$ cat src/rtl/cmo_gate_pkg.sv
package cmo_gate_pkg;
  localparam int NUM_LVL = 3;
  localparam int LVL_M = 0;
  localparam int LVL_S = 1;
  localparam int LVL_H = 2;

  typedef enum logic [1:0] {
    PRV_USER = 2'b00,
    PRV_SUPV = 2'b01,
    PRV_RSVD = 2'b10,
    PRV_MACH = 2'b11
  } prv_e;

  typedef enum logic [1:0] {
    OP_CLEAN = 2'b00,
    OP_FLUSH = 2'b01,
    OP_INVAL = 2'b10,
    OP_ZERO  = 2'b11
  } cbop_e;

  typedef enum logic [1:0] {
    VERD_ALLOW   = 2'b00,
    VERD_ILLEGAL = 2'b01,
    VERD_VIRTUAL = 2'b10
  } verd_e;

  localparam int CAUSE_LD_MISALIGN = 4;
  localparam int CAUSE_LD_ACCESS   = 5;
  localparam int CAUSE_LD_PAGE     = 13;
  localparam int CAUSE_LD_GPAGE    = 21;
  localparam int CAUSE_LD_TO_ST    = 2;

  function automatic logic is_load_fault(input int unsigned c);
    return (c == CAUSE_LD_MISALIGN) || (c == CAUSE_LD_ACCESS) ||
           (c == CAUSE_LD_PAGE) || (c == CAUSE_LD_GPAGE);
  endfunction

  function automatic logic ctl_enabled(input logic [1:0] ctl);
    return ctl == 2'b01 || ctl == 2'b11;
  endfunction

  function automatic logic ctl_flush_mode(input logic [1:0] ctl);
    return ctl == 2'b01;
  endfunction
endpackage

$ cat src/rtl/cmo_field_select.sv
module cmo_field_select
  import cmo_gate_pkg::*;
#(
  parameter int LVLS = NUM_LVL
) (
  input  cbop_e                 op,
  input  logic                  ext_mgmt,
  input  logic                  ext_zero,
  input  logic [LVLS-1:0]       clean_bits,
  input  logic [LVLS-1:0][1:0]  inval_ctls,
  input  logic [LVLS-1:0]       zero_bits,
  output logic [LVLS-1:0]       lvl_en,
  output logic [LVLS-1:0]       lvl_flush
);
  for (genvar l = 0; l < LVLS; l++) begin : g_lvl
    logic       clean_eff;
    logic [1:0] inval_eff;
    logic       zero_eff;
    assign clean_eff = clean_bits[l] & ext_mgmt;
    assign inval_eff = inval_ctls[l] & {2{ext_mgmt}};
    assign zero_eff  = zero_bits[l] & ext_zero;
    always_comb begin
      lvl_flush[l] = 1'b0;
      unique case (op)
        OP_CLEAN, OP_FLUSH: lvl_en[l] = clean_eff;
        OP_INVAL: begin
          lvl_en[l]    = ctl_enabled(inval_eff);
          lvl_flush[l] = ctl_flush_mode(inval_eff);
        end
        default: lvl_en[l] = zero_eff;
      endcase
    end
  end
endmodule

$ cat src/rtl/cmo_perm_eval.sv
module cmo_perm_eval
  import cmo_gate_pkg::*;
#(
  parameter int LVLS = NUM_LVL
) (
  input  prv_e             priv,
  input  logic             virt,
  input  logic             family_ok,
  input  logic [LVLS-1:0]  lvl_en,
  input  logic [LVLS-1:0]  lvl_flush,
  output logic             illegal_hit,
  output logic             virtual_hit,
  output logic             upgrade_flush,
  output verd_e            verd
);
  logic below_m, is_user, virt_eff;
  logic [LVLS-1:0] governs;

  assign below_m  = priv != PRV_MACH;
  assign is_user  = priv == PRV_USER;
  assign virt_eff = virt & below_m;

  always_comb begin
    governs        = '0;
    governs[LVL_M] = below_m;
    governs[LVL_S] = is_user;
    governs[LVL_H] = virt_eff;
  end

  assign illegal_hit = !family_ok
                     | (below_m & !lvl_en[LVL_M])
                     | (is_user & !virt_eff & !lvl_en[LVL_S]);
  assign virtual_hit = virt_eff & (!lvl_en[LVL_H] | (is_user & !lvl_en[LVL_S]));
  assign upgrade_flush = |(governs & lvl_flush);

  always_comb begin
    if (illegal_hit)      verd = VERD_ILLEGAL;
    else if (virtual_hit) verd = VERD_VIRTUAL;
    else                  verd = VERD_ALLOW;
  end
endmodule

$ cat src/rtl/cmo_fault_remap.sv
module cmo_fault_remap
  import cmo_gate_pkg::*;
#(
  parameter int CAUSE_W = 6
) (
  input  logic [CAUSE_W-1:0] cause_in,
  output logic [CAUSE_W-1:0] cause_out
);
  function automatic logic [CAUSE_W-1:0] to_store(input logic [CAUSE_W-1:0] c);
    if (is_load_fault(int'(unsigned'(c))))
      return c + CAUSE_W'(CAUSE_LD_TO_ST);
    return c;
  endfunction

  assign cause_out = to_store(cause_in);
endmodule

$ cat src/rtl/cmo_access_gate.sv
module cmo_access_gate
  import cmo_gate_pkg::*;
#(
  parameter int CAUSE_W = 6
) (
  input  logic [1:0]         priv,
  input  logic               virt,
  input  logic [1:0]         op,
  input  logic               ext_mgmt,
  input  logic               ext_zero,
  input  logic               m_clean_en,
  input  logic [1:0]         m_inval_ctl,
  input  logic               m_zero_en,
  input  logic               s_clean_en,
  input  logic [1:0]         s_inval_ctl,
  input  logic               s_zero_en,
  input  logic               h_clean_en,
  input  logic [1:0]         h_inval_ctl,
  input  logic               h_zero_en,
  input  logic [CAUSE_W-1:0] fault_cause_in,
  output logic [1:0]         verdict,
  output logic               do_clean,
  output logic               do_inval,
  output logic               do_zero,
  output logic [CAUSE_W-1:0] fault_cause_out
);
  cbop_e op_e;
  prv_e  priv_e;
  verd_e verd;
  logic  family_ok, allow;
  logic  illegal_hit, virtual_hit, upgrade_flush;
  logic [NUM_LVL-1:0]      clean_bits, zero_bits, lvl_en, lvl_flush;
  logic [NUM_LVL-1:0][1:0] inval_ctls;

  assign op_e   = cbop_e'(op);
  assign priv_e = prv_e'(priv);
  assign family_ok = (op_e == OP_ZERO) ? ext_zero : ext_mgmt;

  always_comb begin
    clean_bits[LVL_M] = m_clean_en;  inval_ctls[LVL_M] = m_inval_ctl;  zero_bits[LVL_M] = m_zero_en;
    clean_bits[LVL_S] = s_clean_en;  inval_ctls[LVL_S] = s_inval_ctl;  zero_bits[LVL_S] = s_zero_en;
    clean_bits[LVL_H] = h_clean_en;  inval_ctls[LVL_H] = h_inval_ctl;  zero_bits[LVL_H] = h_zero_en;
  end

  cmo_field_select #(.LVLS(NUM_LVL)) u_sel (
    .op(op_e), .ext_mgmt(ext_mgmt), .ext_zero(ext_zero),
    .clean_bits(clean_bits), .inval_ctls(inval_ctls), .zero_bits(zero_bits),
    .lvl_en(lvl_en), .lvl_flush(lvl_flush)
  );

  cmo_perm_eval #(.LVLS(NUM_LVL)) u_eval (
    .priv(priv_e), .virt(virt), .family_ok(family_ok),
    .lvl_en(lvl_en), .lvl_flush(lvl_flush),
    .illegal_hit(illegal_hit), .virtual_hit(virtual_hit),
    .upgrade_flush(upgrade_flush), .verd(verd)
  );

  cmo_fault_remap #(.CAUSE_W(CAUSE_W)) u_fault (
    .cause_in(fault_cause_in), .cause_out(fault_cause_out)
  );

  assign verdict = verd;
  assign allow   = verd == VERD_ALLOW;

  always_comb begin
    do_clean = 1'b0;
    do_inval = 1'b0;
    do_zero  = 1'b0;
    if (allow) begin
      unique case (op_e)
        OP_CLEAN: do_clean = 1'b1;
        OP_FLUSH: begin do_clean = 1'b1; do_inval = 1'b1; end
        OP_INVAL: begin do_clean = upgrade_flush; do_inval = 1'b1; end
        default:  do_zero = 1'b1;
      endcase
    end
  end
endmodule

$ cat config.mk
export PLATFORM = sky130hd
export DESIGN_NAME = cmo_access_gate
export DESIGN_NICKNAME = d
export VERILOG_FILES = /design/src/rtl/cmo_gate_pkg.sv /design/src/rtl/cmo_field_select.sv /design/src/rtl/cmo_perm_eval.sv /design/src/rtl/cmo_fault_remap.sv /design/src/rtl/cmo_access_gate.sv
export SDC_FILE = /design/constraint.sdc
export NUM_CORES = 1
export LEC_CHECK = 0
export ABC_CLOCK_PERIOD_IN_PS = 1300
export BUFFER_PORTS_ARGS = -buffer_cell sky130_fd_sc_hd__buf_2
export CELL_PAD_IN_SITES_DETAIL_PLACEMENT = 2
export CELL_PAD_IN_SITES_GLOBAL_PLACEMENT = 2
export CORE_UTILIZATION = 18
export DETAILED_ROUTE_END_ITERATION = 12
export PLACE_DENSITY = 0.93
export SLEW_MARGIN = 20
export SYNTH_ARGS = -nofsm -noshare
export SYNTH_HDL_FRONTEND = slang
export SYNTH_SLANG_ARGS = --single-unit
$ cat constraint.sdc
create_clock -name vclk -period 1.3
set_clock_uncertainty 0.15 [all_clocks]
set_input_delay 0.13 -clock vclk [all_inputs]
set_output_delay 0.13 -clock vclk [all_outputs]
set_load 0.01 [all_outputs]
==> results of run 1 <==
cell families after synthesis:
kind of cell | Yosys count | synth area share
AOI/OAI and AO/OA | 22 | 0.4274
xor gates and xnor gates | 1 | 0.01995
adders and majority gates | 7 | 0.1994
buffers and inverters | 12 | 0.1197
muxes | 1 | 0.02279
and+or+nand+nor | 18 | 0.2108
cell type report:
cell class	count	area (µm²)	share of cell area
inverter	8	50.05	0.05181
multi-input combinational	49	555.5	0.5751
tap	28	35.03	0.03627
timing repair buffer	49	325.3	0.3368
cell usage in the layout (no fill, tap or decap), types with 2 or more instances in the layout:
master | Yosys | routed
ha_1 | 7 | 2
buf_4 | 2 | 10
inv_1 | 8 | 6
buf_6 | 0 | 4
nand2_1 | 5 | 4
a211oi_2 | 0 | 2
ha_4 | 0 | 5
nor2_1 | 4 | 4
a21oi_2 | 1 | 4
nand3_1 | 3 | 3
buf_12 | 0 | 2
buf_2 | 0 | 33
metal layers:
layer	GRT usage	up-vias	wire length, µm
li1	-	312	-
met1	0.1796	293	743
met2	0.3268	22	1093
met3	0.008929	0	121
met4	0	0	0
met5	0	-	0
report_power, final:
group / internal (W) / leakage, nW / switching, W
sequential: 0 / 0 / 0
clock: 0 / 0 / 0
combinational: 0.000160 / 0.432 / 0.000155
worst max-delay path by stage:
| stage | cells past startpoint | to | from | slack, ns |
|---|---|---|---|---|
| final | 8 | verdict[1] | op[1] | -0.46 |
| after global routing | 8 | verdict[1] | op[0] | -0.53 |
| after CTS | 8 | verdict[1] | op[1] | -0.48 |
| after detailed placement | 8 | verdict[1] | op[1] | -0.60 |
| after global placement | 8 | verdict[1] | op[0] | -0.58 |
| after floorplan | 5 | do_clean | op[1] | -0.09 |
metrics by stage:
step                      worst slack [ns]  instance area, µm²  utilization  hold slack [ns]   power, W
after floorplan                   -0.08948               613.1            -           0.1668  0.0001510
after global placement             -0.5763               862.1       0.3824           0.3075  0.0002590
after detailed placement           -0.6025               862.1       0.3824           0.3143  0.0002708
after CTS                          -0.4779               932.1       0.4134           0.3149  0.0002992
after global routing               -0.5337               965.9       0.4284           0.3288  0.0003401
final                              -0.4619               965.9       0.4284           0.3110  0.0003144
what timing repair did:
item | CTS | global route
endpoints found under the hold margin | 0 | 0
hold buffers | 0 | 0
resized for setup | 12 | 3
pin swaps | 8 | 8
setup endpoints to repair | 5 | 6
setup buffers | 2 | 3
==> results list, run 1 <==
- Worst Path Class, Setup: in -> out
* Cell-by-cell trace of the critical path: buf_12 > inv_8 > ha_4 > o211ai_1 > nand3_1 > o311ai_4 > nor3b_4 > buf_2
* Synth unique cells: 32
* Area growth, synth to finish: 119.9%
* Ranking of synthesized cells by instance count: inv_1 (8), ha_1 (7), nand2_1 (5), nor2_1 (4)
- Initial antenna violation count: 0
- DR iter-0 viols: 2
* Violations in the final reports: negative setup slack
* Final setup violation count: 5
* CP endpoint kind: primary output
- For hold timing, the worst endpoint is fault_cause_out[0].
- In the final design database the tool counted 140 nets.
* Startpoint of the tightest hold check path: fault_cause_in[0]
- Adding up every negative setup slack in the final design gives -2.102 ns.
- Sum of overflow across all layers after global routing: 0
* Synth area leader: ha_1
- In this run the standard cell core region covers 2255 µm².
- Die X: 51.40 µm
- Of the post-synthesis cell area, the dominant cell type holds 0.1994.
- The largest single stage delay on the critical path is 0.29 ns.
- Ports placed on the boundary: 36
* Achievable frequency: 0.5676 GHz
* Global-route wire length before repair: 3.160 mm
- Final sequential cell count: 0
* VDD IR-drop max: 141.5 µV
* Antenna cell count: 0
- After detailed placement, the design holds a cell count of 129.
- Class of the tightest hold or removal check: in -> out
* Number of iterations in the first detailed-routing pass: 2
* Post-route DRC violation count: 0
- After layout, the minimum clock period comes to 1.762 ns.
- In the post-synthesis netlist, the biggest area contributors are ha_1 (20%), inv_1 (6.8%), o211ai_4 (4.8%), nand2_1 (4.3%), o311ai_2 (3.7%).
- The number of hold-slack violations in the final timing report was 0.
* Remaining max-slew budget at the tightest pin: 0.7347
- In this run the static leakage power is approximately 0.43 nW.
- RePlAce Congestion: 0.8186
- The number of nets handed over by synthesis was 93.
- Kind of cell with the highest combined delay on the critical path: compound AO/OA/AOI/OAI gates
- Result of the run: complete, but fails checks
* Die footprint: 2641 µm²
- Power spread over the standard cell area amounts to 325.5 nW/µm².
* Effective utilization at floorplan: 0.1948
* Unrepaired setup endpoints after global routing: yes
- Estimated wirelength of the detail-placed design: between 1.5 and 2 mm
- Along the worst path, the maximum fanout reaches 5.
* Cell Area, Synth: roughly 440 µm²
- Across all layers, the routed design uses 627 vias.
- Each instance of the synthesized netlist takes up on average 7.200 µm².
* Total of buffers placed on input and output ports: 36
- Count of yosys warnings during synthesis: 0
- The count of cells in the finished layout, fillers not included, comes to 134.
- Final Routed Wirelength: 1.959 mm
- The total count of max-transition violations in the final report came to 0.
* Slew at the pin with the worst max-slew slack: 0.3970 ns
- In this run the remaining antenna-violating nets after routing total 0.
- Final worst-path cycle share: 1.355
* Die Y: ~50 µm
- Max-cap violations in this run came to 0.
* Layout fillers: 264
- Most frequently used cell type in the post-synthesis netlist: inv_1
* Cell count after synthesis: 61
- STA puts the critical path data required time at 1.02 ns.
* Via count of the first global-routing pass: 680
- In the final layout, flip-flops and latches occupy 0 µm².
* Ratio of routed vias to standard cells: 4.679
* Ratio of cells with drive above 1 in the final layout: 0.6981
* Portion of the post-synthesis area used by sequential elements: 0
- The worst setup path is launched from a primary input.
- Across all setup checks in the final design, the least slack found is -0.4619 ns.
* Hold Path Stages: 2
- Cell Rows: 17
* Critical-path cell with the highest stage delay: o211ai_1
- Arrival @ worst endpoint: roughly 1.5 ns
- Entering global routing, the biggest net connects 9 pins.
* Final routed wire length divided by cell count: 14.62 µm
- Across every metal layer, demand over resource in global routing totals 0.1571.
- In the finished layout, the clock tree contains a buffer count of 0.
- Together, buffers and inverters on the worst path number 3.
Note: power is estimated with default switching activity, not from simulation.
==> run 2: changes to the inputs <==
--- a/config.mk
+++ b/config.mk
@@ -7,11 +7,10 @@
 export LEC_CHECK = 0
 export ABC_CLOCK_PERIOD_IN_PS = 1300
 export BUFFER_PORTS_ARGS = -buffer_cell sky130_fd_sc_hd__buf_2
-export CELL_PAD_IN_SITES_DETAIL_PLACEMENT = 2
-export CELL_PAD_IN_SITES_GLOBAL_PLACEMENT = 2
-export CORE_UTILIZATION = 18
+export CORE_AREA = 2 2 39 41
 export DETAILED_ROUTE_END_ITERATION = 12
-export PLACE_DENSITY = 0.93
+export DIE_AREA = 0 0 41 43
+export PLACE_DENSITY = 0.84
 export SLEW_MARGIN = 20
 export SYNTH_ARGS = -nofsm -noshare
 export SYNTH_HDL_FRONTEND = slang
==> run 2 against run 1 <==
  * The run still ends with negative setup slack left
  * Wire length fell by 28%
  * Fmax rose by 4.4%
  * Largest power group unchanged
  * Die area fell by 33%
  * Sequential cell count did not move
  * Critical endpoint is now do_clean
  * Global-route usage rose by 2.1 points
  * Hold slack got worse by 0.0044 ns
  * Cell count fell by 11%
==> results list, run 2 (synthesis results as in run 1) <==
- The count of buffers added on input and output ports is 36.
- Arrival @ worst endpoint: about 1.4 ns
- In this run the power density over the cells is 320.9 nW/µm².
- For this block, the initial DRC count from the detailed router was 13.
* Die X: 41 µm
* Number of standard cells in the final layout excluding fillers: around 120
- After detailed routing, the average wire length per cell comes to 11.87 µm.
* Most common cell after layout, fill and taps aside: buf_2
- The via count of the first global-routing pass came to 570.
* Antenna cell count: 0
* Final Routed Wirelength: around 1.4 mm
- The die is 43 µm tall.
- The tightest min-delay check is of the in -> out type.
- Summed over all cells, the static leakage comes to 0.4160 nW.
* Hold Violations, Final: 0
- IR analysis of the VDD net gives a maximum drop of 152.3 µV.
- The total overflow left after global routing is 0.
* Die footprint: 1763 µm²
* Ports placed on the boundary: 36
- Fin. max-slew vios: 0
- Final sequential cell count: 0
- Initial antenna violation count: 0
* Effective utilization at floorplan: 0.3174
* Achievable frequency: a little under 0.6 GHz
- Ratio of routed vias to standard cells: 5.109
- Result of the run: complete, but fails checks
- In the final layout, the multi-input gates occupy 566.8 µm².
* Final-stage net count: 137
* Maximum number of pins on one net before global-route repair: 8
* Max Cap Viol: 0
* Worst Path Class, Setup: in -> out
* Global-route wire length before repair: between 2 and 2.5 mm
* Leading cell types in the layout, fill and taps excluded: buf_2 (33), buf_4 (9), inv_1 (6)
* Tot GR Track Use: 0.1778
* Remaining max-slew budget at the tightest pin: 0.7705
* CP endpoint kind: primary output
- Estimated wirelength of the detail-placed design: 1.183 mm
* Ratio of cells with drive above 1 in the final layout: 0.6893
- Post-route DRC violation count: 0
- Placeable Area: 1384 µm²
- Setup repair after global routing could not meet its margin everywhere.
- Area growth, synth to finish: 112.3%
- Number of nets with antenna violations after routing: 0
* Cell Rows: 14
- Post-layout min period: 1.688 ns
- STA classifies the critical path startpoint as a primary input.
* Worst hold slack: 0.3066 ns
* Final setup violation count: 5
- Once placement completed, the tool counted placed cells totaling 117.
- In the finished layout, the clock tree contains a buffer count of 0.
* Area taken by flip-flops and latches: 0 µm²
- Final worst-path cycle share: 1.298
* Via count: slightly above 600
* Top fanout value on the critical path: 4
- Hold buffer count at cts: 0
- Power after layout: about 0.0003 W
- Violations in the final reports: negative setup slack
- The first detailed-routing pass took 4 iterations.
- Setup slack after layout: -0.3879 ns
* Layout fillers: 117
- For the pin with the worst max-slew slack, the measured transition is approximately 0.34 ns.
- RePlAce Congestion: approximately 0.91
* WP data required: between 1 and 1.5 ns
-- run 2: where the power goes --
part / internal [W] / switching [W] / total [W]
Clock: 0 / 0 / 0
Combinational: 0.000151 / 0.000149 / 0.000299
Sequential: 0 / 0 / 0
-- run 2: worst paths after layout --
path / start / to / depth (start not counted)
setup / recovery: op[0] / do_clean / 8
hold / removal: fault_cause_in[0] / fault_cause_out[0] / 2
-- run 2: critical path: stages --
cell and delay, ns:
buf_12 0.12, inv_12 0.06, ha_4 0.13, nand2_1 0.10, o221ai_4 0.24, o211ai_4 0.14
a2111oi_4 0.29, buf_2 0.18
-- run 2: area by class of cell --
type / instances / share of cell area
Multi-Input combinational cell: 49 / 0.6081
Inverter: 8 / 0.05369
Tap cell: 16 / 0.02148
Timing Repair Buffer: 46 / 0.3168
-- run 2: layer usage --
metal	part of all wire	GRT usage	vias to the layer above	routed length, µm
met5	0	0	-	0
met4	0.025	0.04000	0	35
met3	0.058	0	4	82
met2	0.53	0.3281	27	750
met1	0.39	0.2120	269	545
li1	-	-	308	-
-- run 2: through the flow --
step	worst slack, ns	utilization	cell area (µm²)	setup TNS (ns)
2_1_floorplan	-0.08948	-	613.1	-0.3173
3_3_place_gp	-0.5197	0.6121	847.1	-2.330
3_5_place_dp	-0.5618	0.6121	847.1	-2.495
4_1_cts	-0.3824	0.6736	932.1	-1.689
5_1_grt	-0.4733	0.6736	932.1	-2.134
6_report	-0.3879	0.6736	932.1	-1.705
-- run 2: timing repair --
action | 4_1_cts | 5_1_grt
setup endpoints to repair | 5 | 6
gates cloned | 0 | 0
pin swaps | 7 | 2
hold endpoints to repair | 0 | 0
setup buffers | 2 | 0
resized for setup | 13 | 1
==> run 3: changes to the inputs <==
--- a/config.mk
+++ b/config.mk
@@ -6,11 +6,10 @@
 export NUM_CORES = 1
 export LEC_CHECK = 0
 export ABC_CLOCK_PERIOD_IN_PS = 1300
-export BUFFER_PORTS_ARGS = -buffer_cell sky130_fd_sc_hd__buf_2
 export CORE_AREA = 2 2 39 41
 export DETAILED_ROUTE_END_ITERATION = 12
 export DIE_AREA = 0 0 41 43
-export PLACE_DENSITY = 0.84
+export DONT_BUFFER_PORTS = 1
 export SLEW_MARGIN = 20
 export SYNTH_ARGS = -nofsm -noshare
 export SYNTH_HDL_FRONTEND = slang
==> run 3 against run 2 <==
  * Sequential cell count stayed put
  * Global-route usage fell by 5.1 points
  * Via count down 27%
  * Setup slack better by 0.22 ns
  * Sequential share of layout area unchanged
  * Design area fell by 25%
  * The flow still finishes with violations (negative setup slack)
  * Combinational power fell by 36%
  * Clock-buffer cell count unchanged
  * Critical path depth down 2
==> results list, run 3 (synthesis results as in run 1) <==
- The run finished, with violations left.
- The checks that failed: negative setup slack.
* Cell Rows: 14
- After floorplanning, the core was sized to cover 1384 µm².
- Ratio of routed vias to standard cells: 5.705
* Crit. Startpoint: op[1]
- The most critical setup path has its endpoint at do_clean.
- In this run the remaining antenna-violating nets after routing total 0.
- Most common cell after layout, fill and taps aside: inv_1
- Before antenna repair, the detailed router went through 2 iterations.
* VDD IR-drop max: 96.80 µV
- DR iter-0 viols: 1
- Via count of the first global-routing pass: 405
- Hold Path Stages: 0
* Remaining max-slew budget at the tightest pin: 0.7532
- Static leakage: 0.2287 nW
- RePlAce Congestion: 0.8020
- In this run the worst hold path is classified as in -> out.
- Compared with the post-synthesis result, the final layout area differs by 58.97%.
- Of the cells placed in the final design, the portion with a size suffix greater than 1 is 0.5161.
- Worst Path Class, Setup: in -> out
- Tot GR Track Use: 0.1269
- The total count of max-transition violations in the final report was 0.
- Across all hold checks on the routed design, the worst slack comes to 0.1101 ns.
- The first global-routing pass estimated 1.649 mm of wire.
- Once detailed placement completed, the half-perimeter wirelength came to 999.4 µm.
* Layout fillers: 124
- Setup violations remaining at the end of the flow were counted as 5.
- Final-stage net count: 96
- The routed layout has 445 vias.
- Maximum number of pins on one net before global-route repair: 8
- The signal on the critical path passes through ha_4 > nand2b_4 > o221ai_2 > o211ai_4 > buf_12 > a2111oi_4.
- Final sequential cell count: 0
* Unrepaired setup endpoints after global routing: yes
- Counting I/O delays and the setup requirement, the final critical path takes 1.463 ns.
- Setup slack after layout: -0.1631 ns
- At the worst endpoint, the arrival time is around 1.2 ns.
- Of all nets on the critical path, the largest fanout is 7.
* Critical-path cell with the highest stage delay: a2111oi_4
- Power spread over the standard cell area amounts to between 200 and 300 nW/µm².
- Worst setup SP type: primary input
- Leading cell types in the layout, fill and taps excluded: inv_1 (6), ha_4 (5), nor2_1 (4), a21oi_2 (4), buf_4 (4)
* Final Routed Wirelength: roughly 1.1 mm
- Final routed wire length divided by cell count: 13.97 µm
- In this run the vertical extent of the chip is roughly 43 µm.
- The initial utilization of the core area, before any placement, comes to 0.3174.
- Pre-CTS setup slack: -0.1669 ns
- Total of clock buffers placed in the layout: 0
- For the worst setup path, the data required time is 1.02 ns.
- For the pin with the worst max-slew slack, the measured transition is 0.3668 ns.
- Achievable frequency: approximately 0.68 GHz
- Dividing the final minimum period by the clock period gives 1.125.
- Max-cap violations in this run came to 0.
* Area taken by flip-flops and latches: 0 µm²
* Die X: 41 µm
- Die footprint: 1763 µm²
- Post-route DRC violation count: 0
* Sum of overflow across all layers after global routing: 0
- For this run, the slowest stage of the critical path takes around 0.25 ns.
- CP endpoint kind: primary output
* Hold buffer count at cts: 0
- In this run the tool buffered the top-level ports with 0 buffer cells.
* Ports placed on the boundary: 36
- Hold Violations, Final: 0
- The initial antenna violation count is 0.
- Antenna cell count: 0
-- run 3: cell count changes in the layout (fill, tap and decap cells not counted), sizes merged --
cell,change
buf,-41
-- run 3: worst min-delay path by stage --
stage                            from                 end
floorplan                        virt            do_clean
global placement    fault_cause_in[5]  fault_cause_out[5]
detailed placement  fault_cause_in[5]  fault_cause_out[5]
CTS                 fault_cause_in[5]  fault_cause_out[5]
global route        fault_cause_in[0]  fault_cause_out[0]
finish              fault_cause_in[5]  fault_cause_out[5]
-- run 3: per-layer routing --
metal | GRT usage | wire (µm)
met1 | 0.1614 | 427
met2 | 0.2156 | 561
met3 | 0.03665 | 101
met4 | 0 | 0
met5 | 0 | 0
-- run 3: report_power, final --
| group | leakage [nW] | switching (W) | internal, W |
|---|---|---|---|
| clock | 0 | 0 | 0 |
| sequential | 0 | 0 | 0 |
| combinational | 0.229 | 0.0000943 | 0.0000961 |
-- run 3: critical path, delay by kind of cell --
family | cells | cell delay (ns)
fa+ha+maj | 1 | 0.17
simple gates | 1 | 0.14
buf+inv | 1 | 0.16
compound gates | 3 | 0.57
-- run 3: area by class of cell --
cell class                 instances  area [µm²]  share of cell area
timing repair buffer               5       50.05             0.07168
inverter                           8       50.05             0.07168
multi-input combinational         49       578.1              0.8280
tap                               16       20.02             0.02867
-- run 3: repair_timing --
action                                  4_1_cts  5_1_grt
setup buffers                                 0        2
pin swaps                                     3        5
resized for setup                             0        6
cloned                                        0        0
endpoints found under the setup margin        5        5
-- run 3: through the flow --
step	TNS, ns	cell area, µm²	instances	power [W]	utilization
final	-0.6127	698.2	78	0.0001904	0.5045
after global routing	-0.9031	698.2	78	0.0002087	0.5045
after CTS	-0.5917	629.4	76	0.0001650	0.4548
after detailed placement	-0.6105	629.4	76	0.0001648	0.4548
after global placement	-0.6379	629.4	76	0.0001632	0.4548
after floorplan	-0.3173	613.1	61	0.0001510	-
